### src/rtl/pic_pkg.sv
package pic_pkg;
  localparam int NL = 8;
  localparam int LW = $clog2(NL);
  localparam int DW = 8;

  typedef enum logic [1:0] {
    ST_RUN  = 2'd0,
    ST_BASE = 2'd1,
    ST_CASC = 2'd2,
    ST_MODE = 2'd3
  } init_st_t;

  // Rank of a line: 0 is most urgent, NL-1 is the lowest line itself.
  function automatic logic [LW-1:0] rank_of(input logic [LW-1:0] line,
                                            input logic [LW-1:0] low);
    return line - low - LW'(1);
  endfunction

  // Line that sits at a given rank.
  function automatic logic [LW-1:0] line_at(input logic [LW-1:0] rank,
                                            input logic [LW-1:0] low);
    return low + LW'(1) + rank;
  endfunction

  function automatic logic [DW-1:0] vec_of(input logic [DW-1:0] base,
                                           input logic [LW-1:0] line);
    return base + DW'(line);
  endfunction

  function automatic logic [NL-1:0] onehot(input logic [LW-1:0] line);
    return NL'(1) << line;
  endfunction
endpackage

### src/rtl/pic_req_latch.sv
module pic_req_latch
  import pic_pkg::*;
(
  input  logic          clk,
  input  logic          rst_n,
  input  logic          level_mode,
  input  logic          init_clr,
  input  logic [NL-1:0] irq_in,
  input  logic [NL-1:0] ack_clr,
  output logic [NL-1:0] irr
);
  logic [NL-1:0] prev_q;
  logic [NL-1:0] rise;

  assign rise = irq_in & ~prev_q;

  always_ff @(posedge clk or negedge rst_n) begin
    if (!rst_n) begin
      prev_q <= '0;
      irr    <= '0;
    end else begin
      prev_q <= irq_in;
      if (init_clr)
        irr <= '0;
      else if (level_mode)
        irr <= irq_in;
      else
        irr <= (irr | rise) & irq_in & ~ack_clr;
    end
  end

  // in edge mode a request never appears without a rising edge
  p_edge_needs_rise_r3: assert property (@(posedge clk) disable iff (!rst_n)
    (!level_mode && !init_clr) |=> ((irr & ~$past(irr) & ~$past(rise)) == '0));
endmodule

### src/rtl/pic_resolver.sv
module pic_resolver
  import pic_pkg::*;
(
  input  logic [NL-1:0] pend,
  input  logic [NL-1:0] isr,
  input  logic [LW-1:0] low,
  output logic          win_valid,
  output logic [LW-1:0] win_line,
  output logic          top_valid,
  output logic [LW-1:0] top_line,
  output logic          raise
);
  always_comb begin
    logic [LW-1:0] ln;
    win_valid = 1'b0;
    win_line  = '0;
    top_valid = 1'b0;
    top_line  = '0;
    for (int r = NL - 1; r >= 0; r--) begin
      ln = line_at(r[LW-1:0], low);
      if (pend[ln]) begin
        win_valid = 1'b1;
        win_line  = ln;
      end
      if (isr[ln]) begin
        top_valid = 1'b1;
        top_line  = ln;
      end
    end
  end

  assign raise = win_valid &&
                 (!top_valid || (rank_of(win_line, low) < rank_of(top_line, low)));
endmodule

### src/rtl/pic_isr.sv
module pic_isr
  import pic_pkg::*;
(
  input  logic          clk,
  input  logic          rst_n,
  input  logic          clr_all,
  input  logic [NL-1:0] set_mask,
  input  logic [NL-1:0] clr_mask,
  output logic [NL-1:0] isr
);
  always_ff @(posedge clk or negedge rst_n) begin
    if (!rst_n)
      isr <= '0;
    else if (clr_all)
      isr <= '0;
    else
      isr <= (isr & ~clr_mask) | set_mask;
  end
endmodule

### src/rtl/pic_cfg.sv
module pic_cfg
  import pic_pkg::*;
(
  input  logic          clk,
  input  logic          rst_n,
  input  logic          wr_en,
  input  logic          addr,
  input  logic [DW-1:0] wdata,
  input  logic          top_valid,
  input  logic [LW-1:0] top_line,
  output logic [NL-1:0] imr,
  output logic [DW-1:0] base,
  output logic [NL-1:0] casc,
  output logic          aeoi,
  output logic          level,
  output logic [LW-1:0] low,
  output logic          sel_isr,
  output logic          ready,
  output logic          init_clr,
  output logic [NL-1:0] eoi_clr
);
  init_st_t    st_q;
  logic        need_mode_q;
  logic        is_ocw2, is_ocw3, odd_wr;
  logic [2:0]  cmd;

  assign ready    = (st_q == ST_RUN);
  assign cmd      = wdata[7:5];
  assign init_clr = wr_en && !addr && wdata[4];
  assign is_ocw3  = wr_en && !addr && !wdata[4] && wdata[3] && ready;
  assign is_ocw2  = wr_en && !addr && !wdata[4] && !wdata[3] && ready;
  assign odd_wr   = wr_en && addr;

  always_comb begin
    eoi_clr = '0;
    if (is_ocw2) begin
      if ((cmd == 3'b001 || cmd == 3'b101) && top_valid)
        eoi_clr = onehot(top_line);
      else if (cmd == 3'b011)
        eoi_clr = onehot(wdata[LW-1:0]);
    end
  end

  always_ff @(posedge clk or negedge rst_n) begin
    if (!rst_n) begin
      st_q        <= ST_RUN;
      need_mode_q <= 1'b0;
      imr         <= '1;
      base        <= '0;
      casc        <= '0;
      aeoi        <= 1'b0;
      level       <= 1'b0;
      low         <= LW'(NL - 1);
      sel_isr     <= 1'b0;
    end else if (init_clr) begin
      st_q        <= ST_BASE;
      need_mode_q <= wdata[0];
      level       <= wdata[3];
      imr         <= '1;
      aeoi        <= 1'b0;
      low         <= LW'(NL - 1);
      sel_isr     <= 1'b0;
    end else begin
      if (odd_wr) begin
        unique case (st_q)
          ST_BASE: begin base <= wdata; st_q <= ST_CASC; end
          ST_CASC: begin
            casc <= wdata;
            st_q <= need_mode_q ? ST_MODE : ST_RUN;
          end
          ST_MODE: begin aeoi <= wdata[1]; st_q <= ST_RUN; end
          default: imr <= wdata;
        endcase
      end
      if (is_ocw3 && wdata[1])
        sel_isr <= wdata[0];
      if (is_ocw2) begin
        if (cmd == 3'b110)
          low <= wdata[LW-1:0];
        else if (cmd == 3'b101 && top_valid)
          low <= top_line;
      end
    end
  end

  // a restart leaves the mask fully set and reads on the request register
  p_restart_state_r2: assert property (@(posedge clk) disable iff (!rst_n)
    init_clr |=> (imr == '1 && !sel_isr && !ready));
  // set-priority command moves the lowest line to the given level
  p_set_low_r9: assert property (@(posedge clk) disable iff (!rst_n)
    (is_ocw2 && cmd == 3'b110) |=> (low == $past(wdata[LW-1:0])));
endmodule

### src/rtl/prio_irq_ctrl.sv
module prio_irq_ctrl
  import pic_pkg::*;
(
  input  logic          clk,
  input  logic          rst_n,
  input  logic          wr_en,
  input  logic          addr,
  input  logic [DW-1:0] wdata,
  output logic [DW-1:0] rdata,
  input  logic [NL-1:0] irq_in,
  output logic          int_out,
  input  logic          inta,
  input  logic          slave_mode,
  input  logic [LW-1:0] cas_in,
  output logic [LW-1:0] cas_out,
  output logic          cas_drive,
  output logic [DW-1:0] vec_out,
  output logic          vec_valid
);
  logic [NL-1:0] irr, isr_q, imr, casc, eoi_clr, pend;
  logic [NL-1:0] isr_set, irr_clr, win_oh;
  logic [DW-1:0] base;
  logic [LW-1:0] low, win_line, top_line;
  logic          aeoi, level, sel_isr, ready, init_clr;
  logic          win_valid, top_valid, raise;
  logic          ack_take, ack_hit, ack_spur, route_slave;

  pic_cfg u_cfg (
    .clk, .rst_n, .wr_en, .addr, .wdata,
    .top_valid, .top_line,
    .imr, .base, .casc, .aeoi, .level, .low, .sel_isr,
    .ready, .init_clr, .eoi_clr
  );

  pic_req_latch u_req (
    .clk, .rst_n, .level_mode(level), .init_clr, .irq_in,
    .ack_clr(irr_clr), .irr
  );

  assign pend = irr & ~imr;

  pic_resolver u_res (
    .pend, .isr(isr_q), .low,
    .win_valid, .win_line, .top_valid, .top_line, .raise
  );

  pic_isr u_isr (
    .clk, .rst_n, .clr_all(init_clr), .set_mask(isr_set),
    .clr_mask(eoi_clr), .isr(isr_q)
  );

  assign int_out     = ready && raise;
  assign ack_take    = inta && ready && (!slave_mode || cas_in == casc[LW-1:0]);
  assign ack_hit     = ack_take && raise;
  assign ack_spur    = ack_take && !raise;
  assign win_oh      = onehot(win_line);
  assign isr_set     = (ack_hit && !aeoi) ? win_oh : '0;
  assign irr_clr     = ack_hit ? win_oh : '0;
  assign route_slave = ack_hit && !slave_mode && casc[win_line];

  always_ff @(posedge clk or negedge rst_n) begin
    if (!rst_n) begin
      vec_out   <= '0;
      vec_valid <= 1'b0;
      cas_out   <= '0;
      cas_drive <= 1'b0;
    end else begin
      vec_valid <= ack_take && !route_slave;
      cas_drive <= route_slave;
      if (route_slave)
        cas_out <= win_line;
      else if (ack_take)
        vec_out <= vec_of(base, ack_hit ? win_line : LW'(NL - 1));
    end
  end

  assign rdata = addr ? imr : (sel_isr ? isr_q : irr);

  // a vector is only offered right after an accepted acknowledge
  p_vec_after_ack_r4: assert property (@(posedge clk) disable iff (!rst_n)
    vec_valid |-> $past(ack_take));
  // vector and cascade number are never offered together
  p_vec_cas_excl_r12: assert property (@(posedge clk) disable iff (!rst_n)
    !(vec_valid && cas_drive));
  // acknowledge latches the winning line as in service
  p_ack_sets_isr_r7: assert property (@(posedge clk) disable iff (!rst_n)
    (ack_hit && !aeoi && !wr_en) |=> isr_q[$past(win_line)]);
  // automatic end of interrupt leaves the in-service register alone
  p_aeoi_keeps_isr_r10: assert property (@(posedge clk) disable iff (!rst_n)
    (ack_hit && aeoi && !wr_en) |=> $stable(isr_q));
  // a spurious acknowledge does not touch the in-service register
  p_spur_keeps_isr_r11: assert property (@(posedge clk) disable iff (!rst_n)
    (ack_spur && !wr_en) |=> $stable(isr_q));
  // no interrupt is raised while initialization is in progress
  p_quiet_in_init_r2: assert property (@(posedge clk) disable iff (!rst_n)
    int_out |-> ready);
  // a fully masked controller raises nothing
  p_mask_blocks_r5: assert property (@(posedge clk) disable iff (!rst_n)
    (imr == '1) |-> !int_out);
endmodule

### config.mk
export PLATFORM = sky130hd
export DESIGN_NAME = prio_irq_ctrl
export DESIGN_NICKNAME = d
export VERILOG_FILES = /design/src/rtl/pic_pkg.sv /design/src/rtl/pic_req_latch.sv /design/src/rtl/pic_resolver.sv /design/src/rtl/pic_isr.sv /design/src/rtl/pic_cfg.sv /design/src/rtl/prio_irq_ctrl.sv
export SDC_FILE = /design/constraint.sdc
export NUM_CORES = 1
export LEC_CHECK = 0
export BUFFER_PORTS_ARGS = -buffer_cell sky130_fd_sc_hd__buf_4
export CORE_ASPECT_RATIO = 1.1
export CORE_MARGIN = 1.5
export CORE_UTILIZATION = 38
export CTS_CLUSTER_DIAMETER = 150
export DETAILED_ROUTE_END_ITERATION = 7
export SYNTH_ARGS = -nofsm -noshare
export SYNTH_HDL_FRONTEND = slang
export SYNTH_SLANG_ARGS = --single-unit
### constraint.sdc
create_clock -name clk -period 17.3 [get_ports clk]
set_input_delay 2.595 -clock clk [delete_from_list [all_inputs] [get_ports clk]]
set_output_delay 2.595 -clock clk [all_outputs]
set_load 0.005 [all_outputs]
==> results of run 1 <==
## cells in the mapped netlist (all sizes together) (3+ instances only)
cell,number,share of area
nor4bb,6,0.011
xnor2,12,0.021
nor4b,3,0.0049
nand4,3,0.0035
buf,13,0.015
nand4b,3,0.0049
mux2,31,0.069
or3,4,0.0046
o21ai,37,0.036
o211a,8,0.015
or2,3,0.0035
dfstp,11,0.053
o31ai,3,0.0042
and2,8,0.0092
a31oi,8,0.012
o2111ai,3,0.0049
clkbuf,22,0.015
ha,9,0.021
a21o,5,0.0069
dfrtp,59,0.27
mux4,13,0.054
or3b,5,0.0081
nor2,38,0.026
nand3b,9,0.012
a22oi,7,0.012
o221ai,6,0.0097
a21oi,44,0.041
nor3,6,0.0055
inv,13,0.0090
o211ai,4,0.0055
nand2,56,0.039
a211oi,6,0.0083
nor2b,15,0.017
and3,3,0.0035
and4b,3,0.0055
nand3,20,0.018
mux2i,14,0.026
o22ai,3,0.0035
fa,3,0.011
nor4,7,0.014
xor2,4,0.0065
nand2b,10,0.012
## logic make-up (layout without fill, tap and decap cells)
logic type | Yosys count | after routing | share of synthesized area
buf+inv | 50 | 81 | 0.0407
simple gates | 209 | 209 | 0.216
fa+ha+maj | 12 | 12 | 0.0319
mux | 58 | 58 | 0.149
xor+xnor | 19 | 19 | 0.0400
flops | 70 | 70 | 0.326
compound gates | 156 | 156 | 0.196
## tightest hold or removal path, stage by stage (launching register included)
cell and delay (ns):
dfrtp_1 0.34, nand2_1 0.05, nand2_1 0.06
## cell type report
type                            instances  share of cell area
Multi-Input combinational cell        454               0.557
Tap cell                              188              0.0382
Clock buffer                           11              0.0394
Inverter                               15             0.00914
Sequential cell                        70               0.286
Timing Repair Buffer                   50              0.0609
Clock inverter                          5             0.00934
## sequential cells by signal, summed over array words and instances (netlist names)
name,count
u_cfg.low,3
u_req.irr,8
vec_out,8
u_cfg.sel_isr,1
u_req.prev_q,8
u_cfg.st_q,2
u_cfg.need_mode_q,1
u_isr.isr,8
cas_out,3
u_cfg.level,1
u_cfg.casc,8
cas_drive,1
u_cfg.imr,8
u_cfg.base,8
vec_valid,1
u_cfg.aeoi,1
## through the flow
step | util | worst slack [ns] | area, um2 | total power, mW | hold WS [ns]
6_report | 0.445 | 7.99 | 6160 | 0.861 | 0.480
5_1_grt | 0.445 | 7.46 | 6160 | 0.919 | 0.506
4_1_cts | 0.445 | 7.97 | 6160 | 0.863 | 0.481
3_5_place_dp | 0.423 | 8.37 | 5860 | 0.676 | 0.469
3_3_place_gp | 0.423 | 8.50 | 5860 | 0.667 | 0.468
2_1_floorplan | - | 9.57 | 5420 | 0.549 | 0.447
## where the power goes
group	switching [mW]	internal, mW	total (mW)	leakage (nW)
sequential	0.0508	0.211	0.262	0.838
clock	0.0695	0.116	0.185	0.150
combinational	0.218	0.196	0.414	1.68
## worst min-delay path by stage
stage / from / to / slack, ns / depth (start not counted)
floorplan: u_cfg.need_mode_q / u_cfg.need_mode_q / 0.45 / 2
global placement: u_cfg.need_mode_q / u_cfg.need_mode_q / 0.47 / 2
detailed placement: u_cfg.need_mode_q / u_cfg.need_mode_q / 0.47 / 2
CTS: u_cfg.need_mode_q / u_cfg.need_mode_q / 0.48 / 2
global route: u_cfg.casc[7] / u_cfg.casc[7] / 0.51 / 1
finish: u_cfg.need_mode_q / u_cfg.need_mode_q / 0.48 / 2
## per-layer routing
layer | vias up | part of all wire
li1 | 2197 | -
met4 | 0 | 0.024
met3 | 23 | 0.042
met2 | 153 | 0.48
met1 | 2398 | 0.45
met5 | - | 0
==> results by group, run 1 <==
Status
  • Status: complete, no violations

Critical path
  • Startpoint Class: flip-flop
  • Crit path max-delay family: buffers and inverters
  • Slowest cell delay on critical path: about 1.0 ns
  • Worst path slowest cell: dfstp_2
  • Critical R2R Launch: u_cfg.low[0]
  • WS Path Type: reg -> out
  • Crit path capture: int_out
  • Arr. time, crit path: 6.71 ns
  • Worst Setup SP: u_cfg.low[0]
  • Data required, critical path: 14.70 ns
  • Most common cell on crit path: ha_1
  • WP buf/inv: 4
  • Reg2reg end: vec_out[7]
  • Critical Path End Type: output pin
  • Worst reg-to-reg path cell count: 23
  • Crit-path cells: clkinv_1 -> ha_1 -> buf_4 -> clkinv_1 -> mux4_2 -> a41oi_1 -> o211ai_1 -> o221a_1 -> ha_1 -> fa_1 -> xor2_1 -> xnor2_1 -> ha_1 -> nor2b_1 -> o21ai_0 -> and3_1 -> buf_4
  • WP depth: 17
  • R2R setup slack: approximately 9.2 ns
  • Crit-path max FO: 43

Clocking
  • Worst-path clk slew: ~0.050 ns
  • Clock sinks: 70
  • Post-CTS Setup Repair Bufs: 0
  • CTS buffer count: 9
  • CTS Buffer Depth: 2
  • Clock root cell: clkbuf_16
  • TritonCTS clock tree: done
  • Worst skew pair latency: ~0.33 ns
  • H-tree Lvls: 3
  • Post-CTS Resized: 0
  • Hold_buf cts: 0

Yosys
  • EDFF count, synth: 0
  • Yosys warns: 0
  • Post-synth top flop: dfrtp_1
  • Yosys reg bits: 70
  • Synth Cell Area: 0.00542 mm2
  • Async S/R FF share, synth: 1.00
  • Synth cell types: a little under 80
  • Mapped Cells: 574
  • Sequential-to-total area share from yosys stat: 0.326
  • Syn Nets: approximately 610
  • Syn avg cell area: 9.43 um2

Pwr
  • VDD IR max: 0.0647 mV
  • Pwr dens: 140 mW/mm2
  • Leak: around 2.7 nW

Finish
  • Share of layout cells above drive strength 1: 0.228
  • Storage cell area: 0.00177 mm2
  • Most frequent cells in the layout: dfrtp_1 (59), nand2_1 (56), buf_4 (50)
  • Final Net Count: 637
  • # fillers: 1386
  • Final std cells w/o fill: 793
  • Number of diodes: 0
  • Multi-input logic area: roughly 0.0034 mm2
  • Area growth syn-to-layout: 13.8%
  • Most common cell after layout, fill and taps aside: dfrtp_1

Floorplan
  • Initial Utilization: 0.391
  • Row count: 45
  • Top Ports: 47
  • Die Ht: 128 um
  • Die Wd: 117 um
  • Core area: 0.0139 mm2
  • Die area: 0.0150 mm2

Route
  • Vias/cell: 6.02
  • Number of DRC markers in iteration 0: 444
  • Residual DRC count: 0
  • Vias: about 4800
  • DR pass1 iterations: 4
  • Detail Route Antenna Nets: 0
  • DR WL/cell: 19.4 um
  • Drt total wl: 15400 um

Global route
  • Largest net degree at the start of global routing: 71
  • Total track usage: 0.214
  • Antenna violations before repair: 0
  • Number of global-route vias before repair: 4611
  • First-pass GRT wire length: 24800 um
  • Met3 usage: 0.0298
  • Global-route track usage on met2: 0.352
  • Overflow after GRT: 0
  • Global route hottest layer: met2
  • GR Layer Usage met1: 0.286

Timing
  • Setup TNS: 0 ns
  • Tcrit/Tclk final: 0.538
  • Clock Skew: 0.00465 ns
  • Crit path time final: a little over 9 ns
  • Worst-Margin Slew: 0.970 ns
  • Max Transition Viols Final: 0
  • Max frequency: 0.107 GHz
  • Final hold violation count: 0
  • RSZ-0062 raised after global routing: no
  • Finish-stage setup viols: 0
  • Max_slew headroom: 0.350

Job
  • Number of max-cap violations: 0

Min path
  • Hold crit path type: reg -> reg

Placed design
  • I/O Buffers: 46
  • Post-DP HPWL: 11400 um
  • Final RePlAce weighted congestion: between 0.8 and 0.9
  • Total placed cells including tap cells: 777
Note: power is estimated with default switching activity, not from simulation.
==> inputs of run 2 (changes only) <==
- ABC_AREA: unset -> 1
- clock period: 17.3 -> 7.8 ns (I/O delays scaled with it)
==> results by group, run 2 <==
Status
  • Status: complete, no violations

Timing
  • Final hold violation count: 0
  • Setup TNS: 0 ns
  • Tcrit/Tclk final: 0.862
  • Max frequency: 0.149 GHz
  • Max Transition Viols Final: 0
  • Min Hold Slack: around 0.47 ns
  • Max_slew headroom: 0.408
  • Worst-Margin Slew: 0.881 ns
  • Clock Skew: 0.00617 ns
  • Finish-stage setup viols: 0
  • RSZ-0062 raised after global routing: no
  • Crit path time final: roughly 6.7 ns
  • Final worst slack: 1.08 ns

Pwr
  • Comb power frac: 0.629
  • Tot Pwr: 2.57 mW
  • Net Sw Frac: 0.508
  • Pwr dens: 444 mW/mm2
  • Clock Power Share: 0.151
  • Leak: around 3 nW
  • P_sw: roughly 1.3 mW
  • VDD IR max: approximately 0.18 mV
  • Seq pwr share: 0.220
  • Int Power: 1.26 mW

Yosys
  • Yosys warns: 0
  • Sequential-to-total area share from yosys stat: 0.348
  • Syn avg cell area: a little under 7 um2
  • EDFF count, synth: 0
  • Top cell type by total area after synthesis: dfrtp_1
  • Area contributors post-synth: dfrtp_1 (29%), nand2_1 (19%), nand3_1 (6.9%)
  • Mapped Cells: 745
  • Yosys reg bits: 70
  • Synth cell types: 40
  • Syn Nets: 782
  • Async S/R FF share, synth: 1.00
  • Post-synth top flop: dfrtp_1
  • Synth Cell Area: 0.00508 mm2
  • Post-synth top cells: nand2_1 (251), inv_1 (87), nand3_1 (70)
  • Yosys top cell area share: 0.291
  • Cell with the most instances after synthesis: nand2_1

Global route
  • Largest net degree at the start of global routing: 71
  • Overflow after GRT: 0
  • Total track usage: 0.219
  • Number of global-route vias before repair: 4862
  • First-pass GRT wire length: 24300 um
  • Antenna violations before repair: 0

Critical path
  • Arr. time, crit path: approximately 7 ns
  • Worst path slowest cell: ha_1
  • Slowest cell delay on critical path: 0.70 ns
  • Startpoint Class: flip-flop
  • WP buf/inv: 5
  • Crit-path max FO: 20
  • Critical Path End Type: flip-flop
  • Most common cell on crit path: nand2_1
  • Data required, critical path: 8.07 ns
  • WS Path Type: reg -> reg
  • Crit path max-delay family: simple AND/OR/NAND/NOR gates

Finish
  • Number of diodes: 0
  • # fillers: 1347
  • Most frequent cells in the layout: nand2_1 (251), inv_1 (87), nand3_1 (70)
  • Most common cell after layout, fill and taps aside: nand2_1
  • Final Net Count: 820
  • Area growth syn-to-layout: 13.9%
  • Share of layout cells above drive strength 1: 0.143

Floorplan
  • Top Ports: 47
  • Initial Utilization: 0.387
  • Row count: 44
  • Core area: around 0.013 mm2
  • Die Wd: 113 um
  • Die area: 0.0141 mm2
  • Die Ht: 124 um

Clocking
  • TritonCTS clock tree: done
  • CTS Buffer Depth: 2
  • Clock root cell: clkbuf_16
  • H-tree Lvls: 3
  • Hold_buf cts: 0
  • Worst-path clk slew: 0.06 ns
  • Worst skew pair latency: ~0.34 ns
  • Post-CTS Resized: 0
  • Clock sinks: 70
  • Post-CTS Setup Repair Bufs: 0
  • CTS buffer count: 9

Route
  • Detail Route Antenna Nets: 0
  • Vias/cell: 5.37
  • Residual DRC count: 0
  • Drt total wl: 15000 um
  • Number of DRC markers in iteration 0: 461
  • DR pass1 iterations: 6
  • DR WL/cell: 15.8 um
  • Vias: 5098

Placed design
  • Post-DP HPWL: 11700 um
  • Final RePlAce weighted congestion: 0.909
  • Dpl ws: 1.13 ns
  • I/O Buffers: 46

Min path
  • Hold crit path type: reg -> reg

Job
  • Number of max-cap violations: 0
[run 2: through the flow]
step,std cells,utilization,area [um2]
floorplan,745,-,5080
global placement,933,0.420,5500
detailed placement,933,0.420,5500
CTS,949,0.441,5780
global route,949,0.441,5780
finish,949,0.441,5780
[run 2: layer usage]
layer	GRT usage	vias to the layer above	part of all wire
li1	-	2482	-
met1	0.286	2427	0.44
met2	0.357	156	0.48
met3	0.0347	33	0.043
met4	0.100	0	0.032
met5	0	-	0
[run 2: area by class of cell]
cell class	count	area, um2	area share
multi-input combinational	560	2820	0.487
sequential	70	1770	0.305
timing repair buffer	49	368	0.0636
inverter	93	349	0.0604
clock buffer	15	278	0.0480
tap	161	201	0.0348
clock inverter	1	5.00	0.000865
[run 2: kinds of logic after synthesis]
family,count (synthesis),synth area share
compound gates,121,0.132
flops,70,0.348
fa+ha+maj,12,0.0340
xor+xnor,13,0.0224
buf+inv,115,0.0974
simple gates,414,0.366
[run 2: worst register-to-register path: cells and delay by family (launching register included)]
family / cells / cell delay (ns)
AOI/OAI and AO/OA: 4 / 0.63
adders and majority gates: 4 / 1.67
buffers and inverters: 5 / 0.76
xor gates and xnor gates: 3 / 0.49
DFF: 1 / 0.53
and+or+nand+nor: 21 / 2.59
[run 2: final timing paths]
check | to | cells past startpoint | from | slack (ns)
worst max-delay path | vec_out[7] | 37 | u_cfg.low[0] | 1.08
min in group asynchronous | u_req.irr[6] | 1 | rst_n | 0.95
max in group asynchronous | vec_out[3] | 1 | rst_n | 6.26
worst max register to register | vec_out[7] | 37 | u_cfg.low[0] | 1.08
worst min-delay path | vec_out[6] | 2 | vec_out[6] | 0.47
worst min register to register | vec_out[6] | 2 | vec_out[6] | 0.47
[run 2: power by group through the flow]
| stage | combinational [mW] | clock, mW | sequential [mW] |
|---|---|---|---|
| 3_3_place_gp | 1.57 | 0 | 0.565 |
| 5_1_grt | 1.81 | 0.407 | 0.577 |
| 3_5_place_dp | 1.60 | 0 | 0.568 |
| 2_1_floorplan | 1.19 | 0 | 0.541 |
| 4_1_cts | 1.61 | 0.392 | 0.564 |
| 6_report | 1.61 | 0.387 | 0.565 |
==> inputs of run 3 (changes only) <==
- clock period: 7.8 -> 5.7 ns (I/O delays scaled with it)
==> results by group, run 3 (synthesized netlist as in run 2, its figures left out) <==
Timing
  • RSZ-0062 raised after global routing: yes
  • Final hold violation count: 0
  • Clock Skew: 0.00774 ns
  • Max Transition Viols Final: 0
  • Max_slew headroom: 0.399
  • Finish-stage setup viols: 0
  • Max frequency: 0.183 GHz
  • Worst-Margin Slew: 0.901 ns
  • Tcrit/Tclk final: 0.957
  • Final worst slack: 0.248 ns
  • Crit path time final: 5.45 ns

Global route
  • Global route hottest layer: met2
  • Antenna violations before repair: 0
  • Met3 usage: 0.0239
  • Number of global-route vias before repair: ~4700
  • Global-route track usage on met2: 0.383
  • Total track usage: 0.225
  • Largest net degree at the start of global routing: slightly above 70
  • First-pass GRT wire length: 24800 um
  • GR Layer Usage met1: 0.296
  • Overflow after GRT: 0

Critical path
  • Arr. time, crit path: 5.72 ns
  • Data required, critical path: 5.97 ns
  • Critical Path End Type: flip-flop
  • WP buf/inv: 4
  • Crit-path max FO: 8
  • Crit path max-delay family: simple AND/OR/NAND/NOR gates
  • Most common cell on crit path: nand2_1
  • Startpoint Class: flip-flop
  • WS Path Type: reg -> reg
  • Slowest cell delay on critical path: 0.59 ns
  • Worst path slowest cell: dfstp_2

Floorplan
  • Die area: 0.0141 mm2
  • Top Ports: 47
  • Initial Utilization: 0.387
  • Die Wd: 113 um
  • Die Ht: 124 um
  • Row count: 44
  • Core area: 0.0131 mm2

Clocking
  • H-tree Lvls: 3
  • TritonCTS clock tree: done
  • Clock root cell: clkbuf_16
  • Clock sinks: 70
  • CTS Buffer Depth: 2
  • Hold_buf cts: 0
  • Worst-path clk slew: 0.06 ns
  • Worst skew pair latency: 0.33 ns
  • CTS buffer count: 9

Pwr
  • P_sw: 1.84 mW
  • Clock Power Share: 0.144
  • Seq pwr share: 0.209
  • Comb power frac: 0.647
  • VDD IR max: between 0.3 and 0.4 mV
  • Tot Pwr: 3.69 mW
  • Leak: 3.06 nW
  • Pwr dens: 612 mW/mm2
  • Int Power: approximately 1.9 mW
  • Net Sw Frac: 0.498

Placed design
  • I/O Buffers: 46
  • Final RePlAce weighted congestion: 0.956
  • Post-DP HPWL: between 10000 and 15000 um
  • Dpl ws: 0.0452 ns

Finish
  • Number of diodes: 0
  • Final Net Count: 838
  • Util after Layout: 0.461
  • Area growth syn-to-layout: 18.9%
  • Most frequent cells in the layout: nand2_1 (247), inv_1 (86), nand3_1 (69)
  • Share of layout cells above drive strength 1: 0.184
  • Most common cell after layout, fill and taps aside: nand2_1
  • # fillers: roughly 1400

Job
  • Number of max-cap violations: 0

Route
  • Number of DRC markers in iteration 0: 310
  • Detail Route Antenna Nets: 0
  • Residual DRC count: 0
  • DR WL/cell: 16.0 um
  • Drt total wl: 15500 um
  • DR pass1 iterations: 7
  • Vias: 5138
  • Vias/cell: 5.31

Status
  • Status: complete, no violations

Min path
  • Hold crit path type: reg -> reg
## run 3: changes by cell type in the layout (fill, tap and decap cells not counted), sizes merged
| cell | change |
|---|---|
| buf | +17 |
| clkinv | +1 |
| clkinvlp | +1 |
| clkbuf | -1 |
## run 3: power by group through the flow
stage / sequential (mW) / clock, mW / combinational [mW]
global placement: 0.771 / 0 / 2.25
CTS: 0.767 / 0.540 / 2.29
finish: 0.770 / 0.532 / 2.39
detailed placement: 0.774 / 0 / 2.28
global route: 0.788 / 0.568 / 2.67
floorplan: 0.741 / 0 / 1.63
## run 3: through the flow
step	cells	cell area [um2]	hold WS, ns	setup TNS [ns]
4_1_cts	961	5880	0.479	0
6_report	967	6030	0.471	0
3_3_place_gp	945	5590	0.458	0
3_5_place_dp	945	5590	0.462	0
2_1_floorplan	745	5080	0.444	0
5_1_grt	967	6030	0.492	-0.0875
## run 3: final cells by class
type / instances / area [um2] / area share
flip-flops and latches: 70 / 1770 / 0.293
clock inverters: 3 / 17.5 / 0.00290
clock buffers: 13 / 270 / 0.0448
inverters: 93 / 349 / 0.0578
multi-input cells: 560 / 2890 / 0.480
repair buffers: 67 / 537 / 0.0889
well taps: 161 / 201 / 0.0334
## run 3: tightest hold or removal path, stage by stage (launching register included)
cell and delay, ns:
dfrtp_1 0.34, nand2_1 0.05, nand2_1 0.05
## run 3: path summary, 6_finish.rpt
path / start / end / slack (ns) / cells past startpoint
hold / removal: vec_out[0] / vec_out[0] / 0.47 / 2
max in group asynchronous: rst_n / cas_out[1] / 4.46 / 1
hold reg to reg: vec_out[0] / vec_out[0] / 0.47 / 2
min in group asynchronous: rst_n / u_isr.isr[5] / 0.67 / 1
setup / recovery: u_cfg.low[0] / vec_out[7] / 0.25 / 35
setup reg to reg: u_cfg.low[0] / vec_out[7] / 0.25 / 35
## run 3: layer usage
layer	share of wire	wire length [um]
met1	0.44	6820
met2	0.50	7760
met3	0.031	479
met4	0.026	404
met5	0	0
## run 3: timing repair
action	CTS	global route
endpoints found under the hold margin	0	0
setup endpoints to repair	0	7
buffers inserted	0	5
resized for setup	0	24
